### src/rtl/capchain_pkg.sv
package capchain_pkg;

    localparam int OFF_W = 12;
    localparam int ID_W  = 16;
    localparam int VER_W = 4;
    localparam int HDR_W = OFF_W + VER_W + ID_W;

    typedef struct packed {
        logic [OFF_W-1:0] nxt;
        logic [VER_W-1:0] ver;
        logic [ID_W-1:0]  id;
    } cap_hdr_t;

    typedef enum logic [2:0] {
        ST_IDLE,
        ST_ISSUE,
        ST_WAIT,
        ST_CHECK,
        ST_WR_PREV,
        ST_WR_NEW,
        ST_FINISH
    } walk_state_e;

    typedef enum logic [2:0] {
        CK_HEAD_WRITE,
        CK_EMPTY,
        CK_HIT,
        CK_TAIL,
        CK_BAD,
        CK_FOLLOW
    } check_e;

endpackage

### src/rtl/capchain_link_check.sv
module capchain_link_check
    import capchain_pkg::*;
#(
    parameter int BASE_OFF    = 256,
    parameter int SPACE_BYTES = 4096
) (
    input  logic [OFF_W-1:0] link,
    output logic             link_ok
);
    localparam logic [OFF_W-1:0] LO = OFF_W'(BASE_OFF);
    localparam logic [OFF_W-1:0] HI = OFF_W'(SPACE_BYTES - 8);

    always_comb begin
        link_ok = (link[1:0] == 2'b00) && (link >= LO) && (link <= HI);
    end
endmodule

### src/rtl/capchain_step_guard.sv
module capchain_step_guard #(
    parameter int LIMIT = 960
) (
    input  logic clk,
    input  logic rst_n,
    input  logic clr,
    input  logic inc,
    output logic at_limit
);
    localparam int CNT_W = $clog2(LIMIT + 1);

    logic [CNT_W-1:0] cnt_q;

    always_ff @(posedge clk) begin
        if (!rst_n || clr) begin
            cnt_q <= '0;
        end else if (inc) begin
            cnt_q <= cnt_q + 1'b1;
        end
    end

    always_comb begin
        at_limit = (cnt_q == CNT_W'(LIMIT - 1));
    end
endmodule

### src/rtl/capchain_walker.sv
module capchain_walker
    import capchain_pkg::*;
#(
    parameter int SPACE_BYTES = 4096,
    parameter int BASE_OFF    = 256,
    parameter int MAX_STEPS   = 960
) (
    input  logic             clk,
    input  logic             rst_n,
    input  logic             start,
    input  logic             append_mode,
    input  logic [ID_W-1:0]  cap_id,
    input  logic [OFF_W-1:0] new_off,
    input  logic [VER_W-1:0] new_ver,
    output logic             mem_rd_en,
    output logic             mem_wr_en,
    output logic [OFF_W-1:0] mem_addr,
    output logic [HDR_W-1:0] mem_wdata,
    input  logic [HDR_W-1:0] mem_rdata,
    output logic             busy,
    output logic             done,
    output logic             found,
    output logic             bad_link,
    output logic [OFF_W-1:0] hit_off,
    output logic [OFF_W-1:0] prev_off
);
    localparam logic [OFF_W-1:0] BASE_A = OFF_W'(BASE_OFF);

    walk_state_e      st_q, st_d;
    check_e           ck;
    cap_hdr_t         hdr_q;
    logic [OFF_W-1:0] cur_q, prv_q, new_q;
    logic [ID_W-1:0]  id_q;
    logic [VER_W-1:0] ver_q;
    logic             app_q;
    logic             res_found, res_err;
    logic [OFF_W-1:0] res_hit, res_prev;
    logic             link_ok, at_limit, step_clr, step_inc;
    logic             head_app, list_empty;

    capchain_link_check #(
        .BASE_OFF   (BASE_OFF),
        .SPACE_BYTES(SPACE_BYTES)
    ) u_link (
        .link   (hdr_q.nxt),
        .link_ok(link_ok)
    );

    capchain_step_guard #(
        .LIMIT(MAX_STEPS)
    ) u_guard (
        .clk     (clk),
        .rst_n   (rst_n),
        .clr     (step_clr),
        .inc     (step_inc),
        .at_limit(at_limit)
    );

    // Judgement of the captured header; meaningful in ST_CHECK.
    always_comb begin
        head_app   = app_q && (new_q == BASE_A);
        list_empty = (cur_q == BASE_A) && (hdr_q == '0);
        if (head_app) begin
            ck = CK_HEAD_WRITE;
        end else if (list_empty) begin
            ck = CK_EMPTY;
        end else if (!app_q && (id_q != '0) && (hdr_q.id == id_q)) begin
            ck = CK_HIT;
        end else if (hdr_q.nxt == '0) begin
            ck = CK_TAIL;
        end else if (!link_ok || at_limit) begin
            ck = CK_BAD;
        end else begin
            ck = CK_FOLLOW;
        end
    end

    // Next-state logic.
    always_comb begin
        st_d = st_q;
        unique case (st_q)
            ST_IDLE:    if (start) st_d = ST_ISSUE;
            ST_ISSUE:   st_d = ST_WAIT;
            ST_WAIT:    st_d = ST_CHECK;
            ST_CHECK: begin
                unique case (ck)
                    CK_HEAD_WRITE: st_d = ST_WR_NEW;
                    CK_TAIL:       st_d = app_q ? ST_WR_PREV : ST_FINISH;
                    CK_FOLLOW:     st_d = ST_ISSUE;
                    default:       st_d = ST_FINISH;
                endcase
            end
            ST_WR_PREV: st_d = ST_WR_NEW;
            ST_WR_NEW:  st_d = ST_FINISH;
            ST_FINISH:  st_d = ST_IDLE;
            default:    st_d = ST_IDLE;
        endcase
    end

    // State register.
    always_ff @(posedge clk) begin
        if (!rst_n) begin
            st_q <= ST_IDLE;
        end else begin
            st_q <= st_d;
        end
    end

    // Walk datapath and result registers.
    always_ff @(posedge clk) begin
        if (!rst_n) begin
            hdr_q     <= '0;
            cur_q     <= '0;
            prv_q     <= '0;
            new_q     <= '0;
            id_q      <= '0;
            ver_q     <= '0;
            app_q     <= 1'b0;
            res_found <= 1'b0;
            res_err   <= 1'b0;
            res_hit   <= '0;
            res_prev  <= '0;
        end else begin
            unique case (st_q)
                ST_IDLE: begin
                    if (start) begin
                        app_q     <= append_mode;
                        id_q      <= cap_id;
                        new_q     <= new_off;
                        ver_q     <= new_ver;
                        cur_q     <= BASE_A;
                        prv_q     <= '0;
                        res_found <= 1'b0;
                        res_err   <= 1'b0;
                        res_hit   <= '0;
                        res_prev  <= '0;
                    end
                end
                ST_WAIT: hdr_q <= mem_rdata;
                ST_CHECK: begin
                    unique case (ck)
                        CK_HEAD_WRITE: begin
                            res_hit  <= BASE_A;
                            res_prev <= '0;
                        end
                        CK_EMPTY: res_err <= app_q;
                        CK_HIT: begin
                            res_found <= 1'b1;
                            res_hit   <= cur_q;
                            res_prev  <= prv_q;
                        end
                        CK_TAIL: begin
                            res_hit  <= app_q ? new_q : '0;
                            res_prev <= cur_q;
                        end
                        CK_BAD: begin
                            res_err  <= 1'b1;
                            res_hit  <= cur_q;
                            res_prev <= '0;
                        end
                        default: begin
                            prv_q <= cur_q;
                            cur_q <= hdr_q.nxt;
                        end
                    endcase
                end
                default: ;
            endcase
        end
    end

    // Outputs.
    always_comb begin
        mem_rd_en = 1'b0;
        mem_wr_en = 1'b0;
        mem_addr  = '0;
        mem_wdata = '0;
        unique case (st_q)
            ST_ISSUE: begin
                mem_rd_en = 1'b1;
                mem_addr  = cur_q;
            end
            ST_WR_PREV: begin
                mem_wr_en = 1'b1;
                mem_addr  = cur_q;
                mem_wdata = {new_q, hdr_q.ver, hdr_q.id};
            end
            ST_WR_NEW: begin
                mem_wr_en = 1'b1;
                mem_addr  = new_q;
                mem_wdata = {(head_app ? hdr_q.nxt : {OFF_W{1'b0}}), ver_q, id_q};
            end
            default: ;
        endcase
        busy     = (st_q != ST_IDLE);
        done     = (st_q == ST_FINISH);
        step_clr = (st_q == ST_IDLE);
        step_inc = (st_q == ST_CHECK) && (ck == CK_FOLLOW);
        found    = res_found;
        bad_link = res_err;
        hit_off  = res_hit;
        prev_off = res_prev;
    end
endmodule

### config.mk
export PLATFORM = sky130hd
export DESIGN_NAME = capchain_walker
export DESIGN_NICKNAME = d
export VERILOG_FILES = /design/src/rtl/capchain_pkg.sv /design/src/rtl/capchain_link_check.sv /design/src/rtl/capchain_step_guard.sv /design/src/rtl/capchain_walker.sv
export SDC_FILE = /design/constraint.sdc
export NUM_CORES = 1
export LEC_CHECK = 0
export BUFFER_PORTS_ARGS = -buffer_cell sky130_fd_sc_hd__buf_2
export CORE_ASPECT_RATIO = 1.1
export CORE_MARGIN = 4
export CORE_UTILIZATION = 30
export CTS_CLUSTER_SIZE = 28
export DETAILED_ROUTE_END_ITERATION = 8
export PLACE_DENSITY = 0.6
export REMOVE_ABC_BUFFERS = 1
export SYNTH_ARGS = -nofsm -noshare
export SYNTH_HDL_FRONTEND = slang
export SYNTH_SLANG_ARGS = --single-unit
export TNS_END_PERCENT = 100
### constraint.sdc
create_clock -name clk -period 4.9 [get_ports clk]
set_clock_uncertainty 0.05 [all_clocks]
set_input_delay 0.245 -clock clk [delete_from_list [all_inputs] [get_ports clk]]
set_output_delay 0.245 -clock clk [all_outputs]
set_load 0.005 [all_outputs]
Word level (Yosys, flattened, before mapping)
Index checks and enable logic that the tools add are counted.
Word-level totals
  output and inout port bits: 74
  bits in registers: 128
  logic and storage cells: 100
  input bits: 68
Operators by class
  $lt $le $gt $ge: 2
  reduce and logical (&&, ||, !) cells: 31
  add/sub/neg operators: 1
  muxes and demuxes: 30
  equality and inequality tests: 21
Operator list (count)
  $pmux W12 S2: 5
  $mux W12: 6
  $pmux W12 S3: 2
  $pmux W32 S2: 1
  $logic_not A32 Y1: 1
  $eq A12 B9 Y1 const B: 2
  $pmux W3 S6: 1
  $eq A16 B16 Y1: 1
  $reduce_bool A16 Y1: 1
  $eq A3 B3 Y1 const B: 5
  $mux W3: 5
  $reduce_and A3 Y1: 5
  $eq A3 B2 Y1 const B: 4
  $ge A12 B9 Y1 const B: 1
  $le A12 B12 Y1 const B: 1
  $logic_not A12 Y1: 1
  $add A10 B1 Y10 const B: 1
  $eq A10 B10 Y1 const B: 1
  $pmux W3 S3: 1
  $ne A4 B2 Y1 const B: 2
  $reduce_or A2 Y1: 4
  $logic_and A1 B1 Y1: 7
  $eq A3 B1 Y1 const B: 2
  $logic_not A3 Y1: 2
  other kinds (13): 23

Depth between registers and ports, before layout
Gate-level depths: netlist of run 1.
  depth after elaboration: 14
  gate-level depth with buffers: 10
  mapped depth without buffers: 8

Modules after synthesis
Synthesis of run 1 repeated with hierarchy kept, for this count alone.
Unflattened totals
  cell total of the unflattened synthesis: 692
  area total of the unflattened synthesis: 6002.0 µm²
By module, submodules not included
  capchain_walker: times used 1, area an instance 5504.0 µm², seq. area each 2362.3 µm², cells an instance 635
  capchain_step_guard: times used 1, area an instance 464.2 µm², seq. area each 200.2 µm², cells an instance 51
  capchain_link_check: times used 1, area an instance 33.8 µm², seq. area each 0.0 µm², cells an instance 6

Worst setup path before layout of run 1
Ideal clock, no wire load.
  kind: register -> register
  from: reg u_guard.cnt_q[0]
  to: reg u_guard.cnt_q[3]
  stages on the path, launching flop included: 10
  buffers on the path: 1
  clock period less this slack: 2.255 ns
  setup slack: 2.645 ns
  arrival: 2.135 ns
  cell sequence: dfxtp_1 > ha_1 > and4_1 > nand4_1 > and4bb_2 > nand2_1 > or3_1 > buf_4 > or3_1 > a21oi_1
Between the ends
  longest elaborated chain between the ends: 9
  elaborated cells between the ends (all ways): 10
  classes of those cells: 1 x add/sub; 2 x eq/ne; 5 x mux; 2 x reduce/logical
Ends and longest elaborated chain
  start, declared: line capchain_step_guard.sv:12  | logic [CNT_W-1:0] cnt_q;
  start signal, assigned: line capchain_step_guard.sv:18  | cnt_q <= cnt_q + 1'b1;
  $eq A10 B10 Y1: line capchain_step_guard.sv:23  | at_limit = (cnt_q == CNT_W'(LIMIT - 1));
  $logic_or A1 B1 Y1: line capchain_walker.sv:71  | end else if (!link_ok || at_limit) begin
  $mux W1: line capchain_walker.sv:71
  $mux W3: line capchain_walker.sv:69  | end else if (hdr_q.nxt == '0) begin
  $mux W3: line capchain_walker.sv:67  | end else if (!app_q && (id_q != '0) && (hdr_q.id == id_q)) begin
  $mux W3: line capchain_walker.sv:65  | end else if (list_empty) begin
  $mux W3: line capchain_walker.sv:63  | if (head_app) begin
  $eq A3 B3 Y1: line capchain_walker.sv:198  | step_inc = (st_q == ST_CHECK) && (ck == CK_FOLLOW);
  $logic_and A1 B1 Y1: line capchain_walker.sv:198
Parallel ways exist; a longest one is shown, timed or not.
A chain may end at the register's enable or synchronous reset.

Worst setup path after layout of run 1
  from: reg st_q[1]
  to: out mem_wdata[22]
Between the ends
  longest elaborated chain between the ends: 2
  elaborated cells between the ends (all ways): 3
  classes of those cells: 2 x eq/ne; 1 x mux
Ends and longest elaborated chain
  start, declared: line capchain_walker.sv:29  | walk_state_e st_q, st_d;
  start signal, assigned: line capchain_walker.sv:105  | st_q <= st_d;
  $eq A3 B3 Y1: line capchain_walker.sv:178  | unique case (st_q)
  $pmux W32 S2 (*): line capchain_walker.sv:178
  end, declared: line capchain_walker.sv:18  | output logic [HDR_W-1:0] mem_wdata,
Every way passes the cells marked *; elsewhere a longest branch is shown, timed or not.

==> metrics.csv, run 1 <==
metric,value,unit
status,finished clean,
Max Slew Vio Count,0,
clk_lat worst skew,420,ps
core footprint,19900,um^2
multi-input logic area,3240,um^2
fmax,0.341,GHz
clock sinks,128,
io pins,142,
Synth warnings,0,
worst slew pin tran,1080,ps
Synth Register Bits,128,
total design power,3.08,mW
largest net degree at the start of global routing,51,
number of stages on the worst setup path,5,
peak supply drop,231,uV
number of flops mapped to enable cells by yosys,0,
drt wl/cell,18.2,um
Via Count,6128,
library cells used by synthesis,46,
Final GP Congestion,0.865,
post-cts resize count,0,
CTS Root Cell,clkbuf_16,
RSZ-0062 raised after global routing,false,
Hold WC Path Type,in -> reg,
initial antenna violation count,0,
final hold vios,0,
sequential cell area,2560,um^2
Final Cycle Share,59.9,%
HPWL after DPL,14500,um
asr flop ratio synth,0,%
fin nets,952,
Post-synth top flop,dfxtp_1,
post-synthesis cell count,777,
Setup crit start kind,flip-flop,
first drt pass iteration count,5,
Synth Area in Simple Gates,25.0,%
largest family of logic cells by synthesized area,simple AND/OR/NAND/NOR gates,
critical path arrival,2640,ps
CP Max Fanout,24,
DRC errors left,0,
post-CTS setup buffer count,0,
Starting Density,30.6,%
CP endpoint kind,output pin,
Hold Crit Depth,3,
Max-cap violations,0,
Diodes inserted,0,
area growth from synthesis to layout,23.8,%
final setup TNS,0,ps
first-pass GRT wire length,32400,um
WL final,20900,um
CTS tree,yes,
Fillers,2111,
Routed Antenna Nets,0,
PwrDens,408,nW/um^2
Slew headroom,27.8,%
WP data required,4610,ps
# port buffers,141,
vias in the first global route,5795,
mux cell area share after synthesis,5.25,%
min cycle time layout,2930,ps
site row count,54,
cell area after synthesis,6100,um^2
adder-cell share of the synthesized area,0.205,%
Hold Slack,12.2,ps
total CTS buffers,17,
fraction of layout cells with a size suffix above 1,21.4,%
Vias/cell,5.34,
most frequent cells in the layout,"166 x nand2_1, 141 x buf_2, 128 x dfxtp_1",
setup violators final,0,
CTS H-tree depth,4,
Post-CTS Hold Fix Bufs,1,
"most common cell after layout, fill and taps aside",nand2_1,
Total GRT Usage,18.2,%
CP Buf/Inv Count,2,
Iteration-0 DRC Markers,453,
Top delay family on crit path,simple AND/OR/NAND/NOR gates,
static leakage,2.91,nW
CP max-delay cell,nor2_1,
sequential share of the synthesized area,42.0,%
Avg Inst Size Synth,7.85,um^2
Clock Path Buffers,2,
Crit Path Class,reg -> out,
die area,22700,um^2
Overflow after GRT,0,
Die Y-Extent,158,um
complex-gate fraction of the synthesized area,20.1,%
R2R depth,6,
DIE WIDTH,144,um
clk slew on worst S/H paths,60,ps
"slowest stage delay, CP",720,ps
Synth Area in XOR/XNOR,2.44,%
critical-path cell list,nand2b_1 > buf_4 > nor2_1 > a22o_1 > buf_2,
==> path summary, 6_finish.rpt <==
check	from	to	slack, ps
worst max-delay path	st_q[1]$_SDFFE_PN0P_	mem_wdata[22]	1970
worst min-delay path	cap_id[14]	id_q[14]$_SDFFE_PN0P_	10
worst max register to register	hdr_q[28]$_SDFFE_PN0P_	hit_off[1]$_SDFFE_PN0P_	2180
worst min register to register	hit_off[7]$_SDFFE_PN0P_	hit_off[7]$_SDFFE_PN0P_	400
==> cells in the mapped netlist, drive strengths merged (13+ instances only) <==
cell	count	area share, %
a22oi	13	1.6
a22o	13	1.9
buf	16	1.3
nor2	54	3.3
o2bb2ai	24	3.4
nor4	26	2.7
a21oi	99	8.1
nand2	167	10
mux2i	32	5.2
dfxtp	128	42
nand3	26	2.1
clkbuf	53	3.3
a31oi	14	1.4
==> cell families after synthesis <==
group | Yosys count
fa+ha+maj | 1
simple gates | 330
mux | 32
flops | 128
compound gates | 193
buf+inv | 76
xor+xnor | 17
==> metrics by stage <==
step                cell area [um^2]  util [%]  std cells  setup WS [ps]
CTS                             7560      37.9       1148           1980
finish                          7560      37.9       1148           1970
global route                    7560      37.9       1148           1850
global placement                6960      34.9       1115           2160
detailed placement              6960      34.9       1115           2170
floorplan                       5820         -        708           1270
==> report_power, final <==
group | switching, mW | leakage, nW | total (mW) | internal [mW]
combinational | 0.432 | 1.58 | 0.629 | 0.197
sequential | 0.0909 | 1.04 | 1.19 | 1.10
clock | 0.448 | 0.291 | 1.26 | 0.814
==> routing by layer <==
layer	part of all wire, %	wire length, um	up-vias	track usage, %
met5	0	0	-	0
met4	1.8	378	0	5.16
met3	8.0	1670	25	4.47
met2	45	9440	258	28.3
met1	45	9450	2868	25.2
li1	-	-	2977	-
==> worst min-delay path, cell delays in order <==
cell,delay (ps)
buf_2,90
nand2_1,40
a21oi_1,50
==> cell type report <==
type / instances / share of cell area [%]
Tap cell: 252 / 4.17
Clock inverter: 5 / 0.994
Timing Repair Buffer: 156 / 10.9
Multi-Input combinational cell: 573 / 42.9
Clock buffer: 27 / 6.79
Inverter: 7 / 0.348
Sequential cell: 128 / 33.9
==> state kept, by name, summed over array words and instances (netlist names), 3 cells and up <==
signal         count
new_q             12
prev_off          12
hdr_q             32
id_q              16
u_guard.cnt_q     10
hit_off           12
cur_q             12
st_q               3
prv_q             12
ver_q              4
(Power assumes the default switching activity.)
==> run 2: changes to the inputs <==
PLACE_DENSITY = 0.61   (was 0.6)
clock period = 2.4 ns   (was 4.9 ns; I/O delays follow)
==> metrics.csv, run 2 (synthesis results as in run 1) <==
metric,value,unit
status,finished clean,
vias in the first global route,6148,
drt wl/cell,17.0,um
"slowest stage delay, CP",400,ps
total design power,6.74,mW
Starting Density,30.6,%
peak supply drop,665,uV
CP Max Fanout,8,
Routed Antenna Nets,0,
number of stages on the worst setup path,10,
Top delay family on crit path,simple AND/OR/NAND/NOR gates,
io pins,142,
# port buffers,141,
clk slew on worst S/H paths,60,ps
clock sinks,128,
Hold WC Path Type,in -> reg,
initial antenna violation count,0,
Max Slew Vio Count,0,
core footprint,19900,um^2
power share of the sequential group,35.2,%
setup violators final,0,
die area,22700,um^2
critical-path cell list,buf_6 > xor2_4 > nor4_2 > nand4_1 > nor4b_4 > buf_4 > nor3_4 > buf_6 > a32oi_1 > o2bb2ai_1,
Iteration-0 DRC Markers,514,
DRC errors left,0,
Largest regs,"hdr_q: 32 flops, id_q: 16 flops",
setup slack after placement,-117,ps
first drt pass iteration count,7,
static leakage,3.59,nW
HPWL after DPL,15000,um
Slew headroom,60.4,%
Vias/cell,5.14,
Final Cycle Share,97.7,%
"most common cell after layout, fill and taps aside",nand2_1,
Hold Crit Depth,4,
Setup crit start kind,flip-flop,
Overflow after GRT,0,
CP endpoint kind,flip-flop,
combinational share of power,27.7,%
fin nets,1087,
# placed instances,1180,
min cycle time layout,2350,ps
clock share of power,37.1,%
CTS tree,yes,
Max-cap violations,0,
final hold vios,0,
CTS H-tree depth,4,
worst slew pin tran,593,ps
most frequent cells in the layout,"166 x nand2_1, 141 x buf_2, 125 x dfxtp_1",
NetSw,2.19,mW
PwrDens,753,nW/um^2
"Cell Count, Final, Fillers Out",1283,
area growth from synthesis to layout,46.7,%
Largest register FFs,32,
CP Buf/Inv Count,3,
total CTS buffers,17,
CP dominant cell by count,buf_6,
fraction of layout cells with a size suffix above 1,28.4,%
WL final,21700,um
largest net degree at the start of global routing,56,
Via Count,6601,
WP data required,2660,ps
Sw Ratio,32.5,%
P_int,4.55,mW
CP max-delay cell,nor4b_4,
site row count,54,
Final GP Congestion,0.850,
Clock Path Buffers,2,
Total GRT Usage,18.9,%
DIE WIDTH,144,um
"crit path setup slack, layout",54.1,ps
area post-placement,7510,um^2
Die Y-Extent,158,um
post-route cell area,8950,um^2
RSZ-0062 raised after global routing,true,
Diodes inserted,0,
Fillers,1946,
R2R depth,10,
CTS Root Cell,clkbuf_16,
fmax,0.426,GHz
critical path arrival,2610,ps
first-pass GRT wire length,33600,um
Crit Path Class,reg -> reg,
Biggest register,hdr_q,
clk_lat worst skew,420,ps
==> run 2: changes by cell type in the layout (fill, tap and decap cells not counted), moves of 6 or more <==
cell           before  now
buf_4              14   74
dlygate4sd3_1       1   66
a22oi_2             0    7
a22oi_1            13    6
nor4_1             26   20
==> run 2: power by group through the flow <==
stage | sequential, mW | clock, mW | combinational [mW]
6_report | 2.37 | 2.50 | 1.87
5_1_grt | 2.38 | 2.63 | 2.00
4_1_cts | 2.36 | 2.54 | 1.68
3_5_place_dp | 2.40 | 0 | 1.59
3_3_place_gp | 2.40 | 0 | 1.58
2_1_floorplan | 2.43 | 0 | 0.772
==> run 2: what timing repair did <==
| item | in CTS | in global routing |
|---|---|---|
| gates cloned | 0 | 1 |
| setup buffers | 1 | 3 |
| hold buffers | 66 | 0 |
| hold endpoints to repair | 68 | 0 |
| gates resized for setup | 3 | 36 |
| pin swaps | 1 | 11 |
| setup endpoints to repair | 36 | 32 |
==> run 2: final cells by class <==
| class | instances | area, um^2 | share of cell area [%] |
|---|---|---|---|
| Tap cell | 252 | 315 | 3.52 |
| Clock buffer | 17 | 425 | 4.75 |
| Inverter | 7 | 26.3 | 0.294 |
| Timing Repair Buffer | 291 | 2080 | 23.2 |
| Sequential cell | 128 | 2570 | 28.7 |
| Clock inverter | 15 | 146 | 1.64 |
| Multi-Input combinational cell | 573 | 3390 | 37.9 |
==> run 2: worst paths after layout <==
| check | slack (ps) | to | from |
|---|---|---|---|
| max reg2reg | 50 | hit_off[9]$_SDFFE_PN0P_ | id_q[15]$_SDFFE_PN0P_ |
| min | 150 | bad_link$_SDFFE_PN0P_ | start |
| max | 50 | hit_off[9]$_SDFFE_PN0P_ | id_q[15]$_SDFFE_PN0P_ |
| min reg2reg | 410 | prev_off[0]$_SDFFE_PN0P_ | prev_off[0]$_SDFFE_PN0P_ |
==> run 2: tightest hold or removal path: cells and delay by family <==
family | cells | cell delay, ps
buffers and inverters | 1 | 130
AND/OR/NAND/NOR | 2 | 150
AO/OA/AOI/OAI | 1 | 160
==> run 2: stage by stage <==
step           setup TNS [ps]  utilization (%)  hold slack (ps)
5_1_grt                 -13.0             44.9              176
3_5_place_dp            -1700             37.7              316
2_1_floorplan          -74650                -              206
4_1_cts                     0             44.0              126
6_report                    0             44.9              150
3_3_place_gp            -2180             37.7              315
==> run 2: metal layers <==
layer  vias to the layer above  track usage (%)  wire length (um)
li1                       3241                -                 -
met1                      3100             25.8              9820
met2                       233             30.1             10100
met3                        27             4.23              1420
met4                         0             5.20               365
met5                         -                0                 0
